<file path="config.mk">
export PLATFORM = sky130hd
export DESIGN_NAME = prio16_chain
export DESIGN_NICKNAME = d
export VERILOG_FILES = /design/src/rtl/prio16_chain.sv
export SDC_FILE = /design/constraint.sdc
export NUM_CORES = 1
export LEC_CHECK = 0
export ABC_CLOCK_PERIOD_IN_PS = 1900
export BUFFER_PORTS_ARGS = -buffer_cell sky130_fd_sc_hd__buf_4
export CAP_MARGIN = 20
export CORE_AREA = 2 2 39 41
export DETAILED_ROUTE_END_ITERATION = 10
export DIE_AREA = 0 0 41 43
export PLACE_DENSITY = 0.41
export SYNTH_ARGS = -nofsm -noshare
export SYNTH_HDL_FRONTEND = slang
export SYNTH_SLANG_ARGS = --single-unit
</file>
<file path="constraint.sdc">
create_clock -name vclk -period 1.9
set_input_delay 0.19 -clock vclk [all_inputs]
set_output_delay 0.19 -clock vclk [all_outputs]
set_load 0.005 [all_outputs]
</file>
<file path="src/rtl/prio16_chain.sv">
module prio8_slice #(
  parameter int N = 8
) (
  input  logic                 en_in_n,
  input  logic [N-1:0]         req_n,
  output logic [$clog2(N)-1:0] code_n,
  output logic                 grp_n,
  output logic                 en_out_n
);
  localparam int W = $clog2(N);

  logic [W-1:0] idx;
  logic         any;

  always_comb begin
    idx = '0;
    any = 1'b0;
    for (int i = 0; i < N; i++) begin
      if (!req_n[i]) begin
        idx = W'(i);
        any = 1'b1;
      end
    end
  end

  assign code_n   = (!en_in_n && any) ? ~idx : '1;
  assign grp_n    = !(!en_in_n && any);
  assign en_out_n = !(!en_in_n && !any);

  always_comb begin
    if (en_in_n) begin
      p_off_quiet_r2: assert (code_n == '1 && grp_n && en_out_n)
        else $error("disabled slice drives an output low");
    end
    p_flags_excl_r3: assert (grp_n || en_out_n)
      else $error("group and chain both low (R3/R4)");
    if (!grp_n) begin
      p_code_valid_r1: assert (req_n[~code_n] == 1'b0)
        else $error("code names an idle request");
    end
  end
endmodule

module prio16_chain (
  input  logic        en_n,
  input  logic [15:0] req_n,
  output logic [3:0]  code_n,
  output logic        grp_n,
  output logic        en_out_n
);
  localparam int HALF = 8;
  localparam int CW   = $clog2(HALF);

  logic [CW-1:0] hi_code_n, lo_code_n;
  logic          hi_grp_n, lo_grp_n, hi_chain_n;

  prio8_slice #(.N(HALF)) u_hi (
    .en_in_n (en_n),
    .req_n   (req_n[2*HALF-1:HALF]),
    .code_n  (hi_code_n),
    .grp_n   (hi_grp_n),
    .en_out_n(hi_chain_n)
  );

  prio8_slice #(.N(HALF)) u_lo (
    .en_in_n (hi_chain_n),
    .req_n   (req_n[HALF-1:0]),
    .code_n  (lo_code_n),
    .grp_n   (lo_grp_n),
    .en_out_n(en_out_n)
  );

  assign code_n = {hi_grp_n, hi_code_n & lo_code_n};
  assign grp_n  = hi_grp_n & lo_grp_n;

  always_comb begin
    p_top_bit_r7: assert (code_n[3] == !(!en_n && (req_n[15:8] != 8'hFF)))
      else $error("top code bit disagrees with upper requests");
    if (!hi_grp_n) begin
      p_mask_lower_r6: assert (lo_grp_n && lo_code_n == '1 && en_out_n)
        else $error("lower slice active while upper request present");
    end
    p_group_r8: assert (grp_n == !(!en_n && (req_n != 16'hFFFF)))
      else $error("combined group flag wrong");
    if (en_n) begin
      p_off_r9: assert (code_n == 4'hF && grp_n && en_out_n)
        else $error("disabled encoder drives an output low");
    end
  end
endmodule

</file>
======== Word-level counts from Yosys, hierarchy flattened ========
Cells that the tools add are included.
Widths: inputs -> output; s select.
cells by class
  eq/ne operators ......................... 0
  order comparisons ....................... 0
  divide/modulo/power cells ............... 0
  multiplexer cells ....................... 32
  bitwise gates (word level) .............. 4
  reduce and logical (&&, ||, !) cells .... 10
  multiply operators ...................... 0
  $add $sub $neg .......................... 0
  shift operators ......................... 0
operators by type and width
  cell               number
  $mux 3             10
  $mux 1             18
  $mux 2             4
  $logic_not 1->1    6
  $not 3->3          2
  $logic_and 1x1->1  4
  $and 3x3->3        1
  $and 1x1->1        1
storage, ports and cells
  input bits .............................. 17
  register bits ........................... 0
  memories ................................ 0
  word-level logic and storage cells ...... 46
  ROM bits ................................ 0
  latch bits .............................. 0
  bits in writable memories ............... 0

======== Depth between registers and ports, before layout ========
Gate-level depths: netlist of run 1.
  word-level depth ........................ 13
  mapped depth ............................ 4
  mapped depth without buffers ............ 4

======== Hierarchy ========
A second synthesis of run 1 with hierarchy kept.
unflattened totals
  cell total of the unflattened synthesis .. 33
  area, all modules ....................... 207.7 um^2
by module, submodules not included
  module        seq. area each (um^2)  cells each  times used  area an instance (um^2)
  prio8_slice   0.0                    14          2           87.6
  prio16_chain  0.0                    5           1           32.5

======== Least setup slack after synthesis of run 1 ========
Ideal clock, no wire load.
  path type ............................... input -> output
  start point ............................. input port req_n[8]
  end point ............................... output port code_n[0]
  setup slack ............................. 0.880 ns
  data arrival time ....................... 0.830 ns
  path buffers ............................ 0
  required time ........................... 1.710 ns
  stages .................................. 4
  cells stage by stage .................... nand4_1 -> nor3_2 -> o21ai_2 -> o22a_1
between the ends
  cells in the longest elaborated chain, start to end .. 13
  elaborated cells between the ends (all ways) .. 15
RTL lines
  item                      line  source
  start: declaration        46    input logic [15:0] req_n,
  $mux 1 (*) (8 in series)  19    if (!req_n[i]) begin
  $logic_not 1->1           28    assign en_out_n = !(!en_in_n && !any);
  $logic_and 1x1->1         28
  $logic_and 1x1->1         26    assign code_n = (!en_in_n && any) ? ~idx : '1;
  $mux 3                    26
  $and 3x3->3 (*)           73    assign code_n = {hi_grp_n, hi_code_n & lo_code_n};
  end: declaration          47    output logic [3:0] code_n,
Mark *: on every way between the ends. The rest lies on a longest branch, timed or not.

======== Final worst setup path of run 1 ========
  start point ............................. input port req_n[10]
  end point ............................... output port code_n[0]
between the ends
  cells in the longest elaborated chain, start to end .. 11
  elaborated cells between the ends (all ways) .. 20
RTL lines
  item                  line
  $mux 1 (6 in series)  19
  $logic_not 1->1       28
  $logic_and 1x1->1     28
  $logic_and 1x1->1     26
  $mux 3                26
  $and 3x3->3 (*)       73
Marks and branches as above.

==> flow_summary.ini, run 1 <==
[status]
status = finished, final reports clean

[layout]
most-common-layout-cells = 23 x buf_4, 5 x nand2_1
n_sequential_cell = 0
antenna_cells = 0
seqCellArea_um2 = 0
clock_buffers = 0
fillCellCount = 156
final_common_cell = buf_4
fin_util = 0.267
fin_cells = 69
drive_gt1_frac = 0.528
final_area_um2 = 369
nNetsFinal = 72
syn2layout_area_growth_pct = 101

[critical_path]
cpMostUsedCell = buf_4
crit_type = in2out
cp.required_ns = 1.71
crit_start = req_n[10]
cp_max_fo = 3
endpoint_kind = primary output
crit_chain = buf_4 > nand4_1 > nor3_2 > o21ai_2 > o22a_1 > buf_4
cp.arrival_ns = 1.10
cp-start-kind = primary input
max_stage_delay_ns = 0.23
cp_slowest_cell = nor3_2

[timing]
worst_slack_ns = 0.609
max_freq_ghz = 0.774
worst_pin_slew_ns = 0.270
rsz0062_at_grt = no
fin_crit_ns = 1.29
setup_viol = 0
finalCritPeriodShare = 0.680
finalHoldViolations = 0
finalSetupTns_ns = 0
drv_slew = 0
maxSlewHeadroom = 0.820

[route]
drt_iter0_drc = 0
ant_nets = 0
drc = 0
dr.pass1.iters = 1
wl_per_cell_um = 9.17
routed_wl_um = 633
vias = 299
drt-vias-per-instance = 4.33

[floorplanning]
boundaryPins = 23
die_w_um = 41
initial_core_util = 0.133
die_y_um = 43
fp.dieArea_mm2 = 0.00176
core-area_mm2 = 0.00138
rows = 14

[synth]
synthXorXnorAreaFrac = 0
synth_compound_area_frac = 0.476
yosysWarnings = 0
seq_area_frac_synth = 0
synth_top_family_by_area = compound AO/OA/AOI/OAI gates
syn_area_per_cell_um2 = 5.93
ys_types = 14
synthAdderAreaFrac = 0
synth_cells = 31
syn_area_um2 = 184
syn_nets = 48
synth-simple-area-share = 0.401
synthMuxAreaShare = 0

[place]
post-dp-hpwl_um = 577
place.gp.congestion = 0.631
dpl-instance-area_um2 = 369
pre_cts_ws_ns = 0.603
placed_cells = 69
port_buffers = 23

[worst_hold_path]
hold_path_class = in2out
min_path_cells = 4
hold_path_end = en_out_n
hold_path_startpoint = en_n

[power]
peakVddDrop_v = 0.0000400
power.density_mw_per_mm2 = 177
sw_frac_of_total = 0.382
switchingPower_uw = 24.9
leakagePower_nw = 0.172
p_seq_frac = 0
combPwrFrac = 1.000
p_int_uw = 40.3
power.share.clock = 0

[clocking]
postCtsHoldBufs = 0
post_cts_buffers = 0
cts_repair_resize_count = 0

[global_routing]
track_usage = 0.0739
grt_pass1_wl_um = 1000
first_global_vias = 251
grt-ovfl-total = 0
grt_max_degree = 5
antenna_found_initial = 0

[run]
maxCapViolCount = 0
## through the flow
stage	hold slack (ns)	total power, mW
detailed placement	0.676	0.0659
global placement	0.676	0.0661
CTS	0.677	0.0661
finish	0.674	0.0652
global route	0.714	0.0726
floorplan	0.474	0.0208
## critical path: cells and delay by family
| family | cells | cell delay (ns) |
|---|---|---|
| simple gates | 2 | 0.38 |
| buf+inv | 2 | 0.22 |
| compound gates | 2 | 0.31 |
## Yosys cell counts
cell,n,area [µm²]
nand2_1,5,18.8
a31oi_1,4,25.0
inv_1,4,15.0
nand4_1,4,25.0
o21ai_0,4,20.0
o21bai_1,2,15.0
and2_2,1,7.51
and2b_2,1,8.76
buf_4,1,7.51
nor2_1,1,3.75
nor3_2,1,10.0
o21ai_2,1,8.76
o22a_1,1,8.76
o22a_2,1,10.0
## area by class of cell
| type | instances | area [µm²] | area share |
|---|---|---|---|
| multi-input combinational | 26 | 161 | 0.437 |
| inverter | 4 | 15.0 | 0.0407 |
| tap | 16 | 20.0 | 0.0542 |
| timing repair buffer | 23 | 173 | 0.468 |
## routing by layer
metal  GRT usage  routed length (µm)  up-vias  share of wire
li1            -                   -      161              -
met1       0.101                 266      131           0.42
met4           0                   0        0              0
met5           0                   0        -              0
met3     0.00524                  43        0          0.068
met2       0.128                 323        7           0.51
## power by group through the flow
stage               clock (mW)  combinational (mW)  sequential, mW
floorplan                    0              0.0208               0
global placement             0              0.0661               0
detailed placement           0              0.0659               0
CTS                          0              0.0661               0
global route                 0              0.0726               0
finish                       0              0.0652               0
## logic make-up after synthesis
kind of cell	Yosys count
and+or+nand+nor	13
buffers and inverters	5
AOI/OAI and AO/OA	13
## worst max path at each step
stage                      to  slack [ns]
floorplan           code_n[0]        0.88
global placement    code_n[0]        0.60
detailed placement  code_n[0]        0.60
CTS                 code_n[0]        0.59
global route        code_n[0]        0.52
finish              code_n[0]        0.61
Note: power is estimated with default switching activity, not from simulation.
==> run 2: changes to the inputs <==
Settings changed: ABC_CLOCK_PERIOD_IN_PS 1900 to 1150, PLACE_DENSITY 0.41 to 0.42.
Clock period 1.9 ns to 1.15 ns, I/O delays scaled along.
==> run 2 against run 1 <==
  * The run now ends with setup timing left
  * Sequential cell count did not move
  * Wire length decreased by 1.6%
  * Global-route usage shrank 0.30 points
  * Critical path depth unchanged
  * Combinational power increased by 78%
  * Non-clock buffer count increased by 2
  * Highest routed layer unchanged
  * Sequential share of layout area unchanged
  * Power increased by 78%
  * Design area increased by 8.1%
  * Core utilization rose by 2.2 points
  * Largest power group unchanged
==> flow_summary.ini, run 2 (same netlist as run 1, synthesis figures left out) <==
[status]
status = finished with violations
violations = setup timing

[timing]
fin_crit_ns = 1.15
setup_viol = 1
rsz0062_at_grt = yes
worst_slack_ns = -0.000771
max_freq_ghz = 0.869
worst_pin_slew_ns = 0.277
maxSlewHeadroom = 0.815
drv_slew = 0
finalHoldViolations = 0
finalCritPeriodShare = 1.00

[global_routing]
grt_max_degree = 5
antenna_found_initial = 0
grt-ovfl-total = 0
grt_pass1_wl_um = 952
track_usage = 0.0709
first_global_vias = 255

[floorplanning]
core-area_mm2 = 0.00138
die_y_um = 43
die_w_um = 41
rows = 14
boundaryPins = 23
fp.dieArea_mm2 = 0.00176
initial_core_util = 0.133

[critical_path]
cp-start-kind = primary input
max_stage_delay_ns = 0.27
crit_chain = buf_6 > nand4_1 > nor3_2 > o21ai_2 > o22a_1 > buf_4
cp.required_ns = 1.03
endpoint_kind = primary output
cp.arrival_ns = 1.04
path_delay_family = simple AND/OR/NAND/NOR gates
cp_slowest_cell = nor3_2
crit_buf_inv = 2
crit_type = in2out
cp_max_fo = 3

[route]
drt_iter0_drc = 0
drc = 0
dr.pass1.iters = 1
drt-vias-per-instance = 4.31
maxUsedRoutingLayer = met3
routed_wl_um = 623
wl_per_cell_um = 8.77
ant_nets = 0
drt-met1-wl_um = 253
vias = 306
wl_met2_um = 329
wl_met3_um = 40

[place]
placed_cells = 69
place.gp.congestion = 0.663
post-dp-hpwl_um = 552
port_buffers = 23
dpl-instance-area_um2 = 369

[layout]
antenna_cells = 0
n_sequential_cell = 0
most-common-layout-cells = 21 x buf_4, 5 x nand2_1
fin_util = 0.288
fillCellCount = 157
seqCellArea_um2 = 0
syn2layout_area_growth_pct = 117
drive_gt1_frac = 0.545
clock_buffers = 0
final_area_um2 = 399
final_common_cell = buf_4
nNetsFinal = 74
fin_cells = 71

[power]
power.density_mw_per_mm2 = 291
peakVddDrop_v = 0.0000679
leakagePower_nw = 0.186

[run]
maxCapViolCount = 0

[worst_hold_path]
hold_path_class = in2out

[clocking]
postCtsHoldBufs = 0
[run 2: layout make-up]
class                      count  area (µm²)  share of cell area
timing repair buffer          25         203               0.508
multi-input combinational     26         161               0.404
tap                           16        20.0              0.0502
inverter                       4        15.0              0.0376
[run 2: path summary, 6_finish.rpt]
| check | slack [ns] | end | cells after the start | startpoint |
|---|---|---|---|---|
| hold / removal | 0.53 | en_out_n | 4 | en_n |
| setup / recovery | -0.0008 | code_n[0] | 6 | req_n[11] |
[run 2: what timing repair did]
item / CTS / global route
setup buffers: 0 / 2
pin swaps: 0 / 4
resized for setup: 2 / 2
endpoints found under the setup margin: 1 / 3
[run 2: power by group]
group          internal [mW]  total, mW  leakage, nW  switching [mW]
sequential                 0          0            0               0
clock                      0          0            0               0
combinational         0.0746      0.116        0.186          0.0417
total                 0.0746      0.116        0.186          0.0417
[run 2: through the flow]
stage | setup WS, ns | hold slack [ns] | TNS [ns] | total power, mW
5_1_grt | -0.0629 | 0.547 | -0.158 | 0.128
2_1_floorplan | 0.280 | 0.324 | 0 | 0.0343
6_report | -0.000771 | 0.530 | -0.000771 | 0.116
4_1_cts | 0.00503 | 0.529 | 0 | 0.111
3_3_place_gp | 0.0168 | 0.528 | 0 | 0.108
3_5_place_dp | 0.0147 | 0.524 | 0 | 0.108
[run 2: metal layers]
metal | track usage | vias up
met1 | 0.0981 | 134
met4 | 0 | 0
li1 | - | 165
met2 | 0.119 | 7
met5 | 0 | -
met3 | 0.0105 | 0
==> run 3: changes to the inputs <==
Settings changed: ABC_CLOCK_PERIOD_IN_PS 1150 to 1000.
Clock period 1.15 ns to 1 ns, I/O delays scaled along.
==> run 3 against run 2 <==
  * The flow still finishes with violations (setup timing)
  * Clock-buffer cell count is the same
  * Design area grew 32%
  * Non-clock buffer count increased by 10
  * Via count increased by 17%
  * Worst setup slack lost 0.089 ns
  * First-iteration DRC count grew 5
  * Sequential share of layout area did not move
  * Global-route usage up 2.1 points
  * Final cell count is 14% higher
  * Hold slack got worse by 0.028 ns
  * Power up 52%
  * Die area stayed put
  * Largest power group unchanged
==> flow_summary.ini, run 3 (same netlist as run 1, synthesis figures left out) <==
[status]
status = finished with violations
violations = setup timing

[global_routing]
track_usage = 0.0919
antenna_found_initial = 0
first_global_vias = 325
grt-ovfl-total = 0
grt_max_degree = 5
grt_pass1_wl_um = 1230

[layout]
most-common-layout-cells = 21 x buf_4, 14 x buf_6
drive_gt1_frac = 0.646
final_common_cell = buf_4
seqCellArea_um2 = 0
syn2layout_area_growth_pct = 186
clock_buffers = 0
n_sequential_cell = 0
antenna_cells = 0
fin_cells = 81
nNetsFinal = 84

[critical_path]
crit_chain = buf_6 > nand4_1 > nor3_2 > o21ai_2 > o22a_1 > buf_4
crit_type = in2out
cp-start-kind = primary input
max_stage_delay_ns = 0.25
cp.arrival_ns = 0.99
cp.required_ns = 0.90
crit_buf_inv = 2
path_delay_family = simple AND/OR/NAND/NOR gates
endpoint_kind = primary output
cp_slowest_cell = nor3_2
cp_max_fo = 3

[floorplanning]
die_w_um = 41
fp.dieArea_mm2 = 0.00176
die_y_um = 43
core-area_mm2 = 0.00138
boundaryPins = 23
initial_core_util = 0.133
rows = 14

[timing]
finalCritPeriodShare = 1.09
drv_slew = 0
maxSlewHeadroom = 0.876
rsz0062_at_grt = yes
max_freq_ghz = 0.917
worst_slack_ns = -0.0902
fin_crit_ns = 1.09
finalHoldViolations = 0
worst_pin_slew_ns = 0.185
whs_ns = 0.502
setup_viol = 4

[route]
drc = 0
routed_wl_um = 743
dr.pass1.iters = 4
wl_per_cell_um = 9.17
drt-vias-per-instance = 4.41
drt_iter0_drc = 5
vias = 357
ant_nets = 0

[power]
leakagePower_nw = 0.253
total_power_uw = 177
peakVddDrop_v = 0.000110
power.density_mw_per_mm2 = 336

[place]
place.gp.congestion = 0.689
pre_cts_ws_ns = -0.0941
post-dp-hpwl_um = 583
port_buffers = 23
placed_cells = 77

[run]
maxCapViolCount = 0

[worst_hold_path]
hold_path_class = in2out
-- run 3: timing repair --
item / CTS / global route
pin swaps: 5 / 5
gates resized for setup: 10 / 8
buffers inserted: 3 / 2
hold buffers: 0 / 0
setup endpoints to repair: 4 / 6
endpoints found under the hold margin: 0 / 0
-- run 3: final cells by class --
cell class / instances / area [µm²]
timing repair buffer: 35 / 315
multi-input combinational: 26 / 176
inverter: 4 / 15.0
tap: 16 / 20.0
fill: 145 / 857
-- run 3: layer usage --
layer  track usage  share of wire
met1         0.133           0.41
met2         0.156           0.53
met3             0          0.051
met4             0              0
met5             0              0
-- run 3: stage by stage --
stage	instance area (µm²)	setup TNS (ns)	util
detailed placement	429	-0.280	0.310
floorplan	184	0	-
global placement	429	-0.317	0.310
CTS	487	-0.173	0.352
global route	527	-0.645	0.381
finish	527	-0.245	0.381
-- run 3: power by group --
part           total [mW]  internal (mW)  switching, mW
logic               0.177          0.120         0.0569
registers               0              0              0
clock network           0              0              0
-- run 3: path summary, 6_finish.rpt --
check	end	cells past startpoint	startpoint	slack (ns)
hold / removal	code_n[2]	3	en_n	0.50
setup / recovery	code_n[0]	6	req_n[11]	-0.09
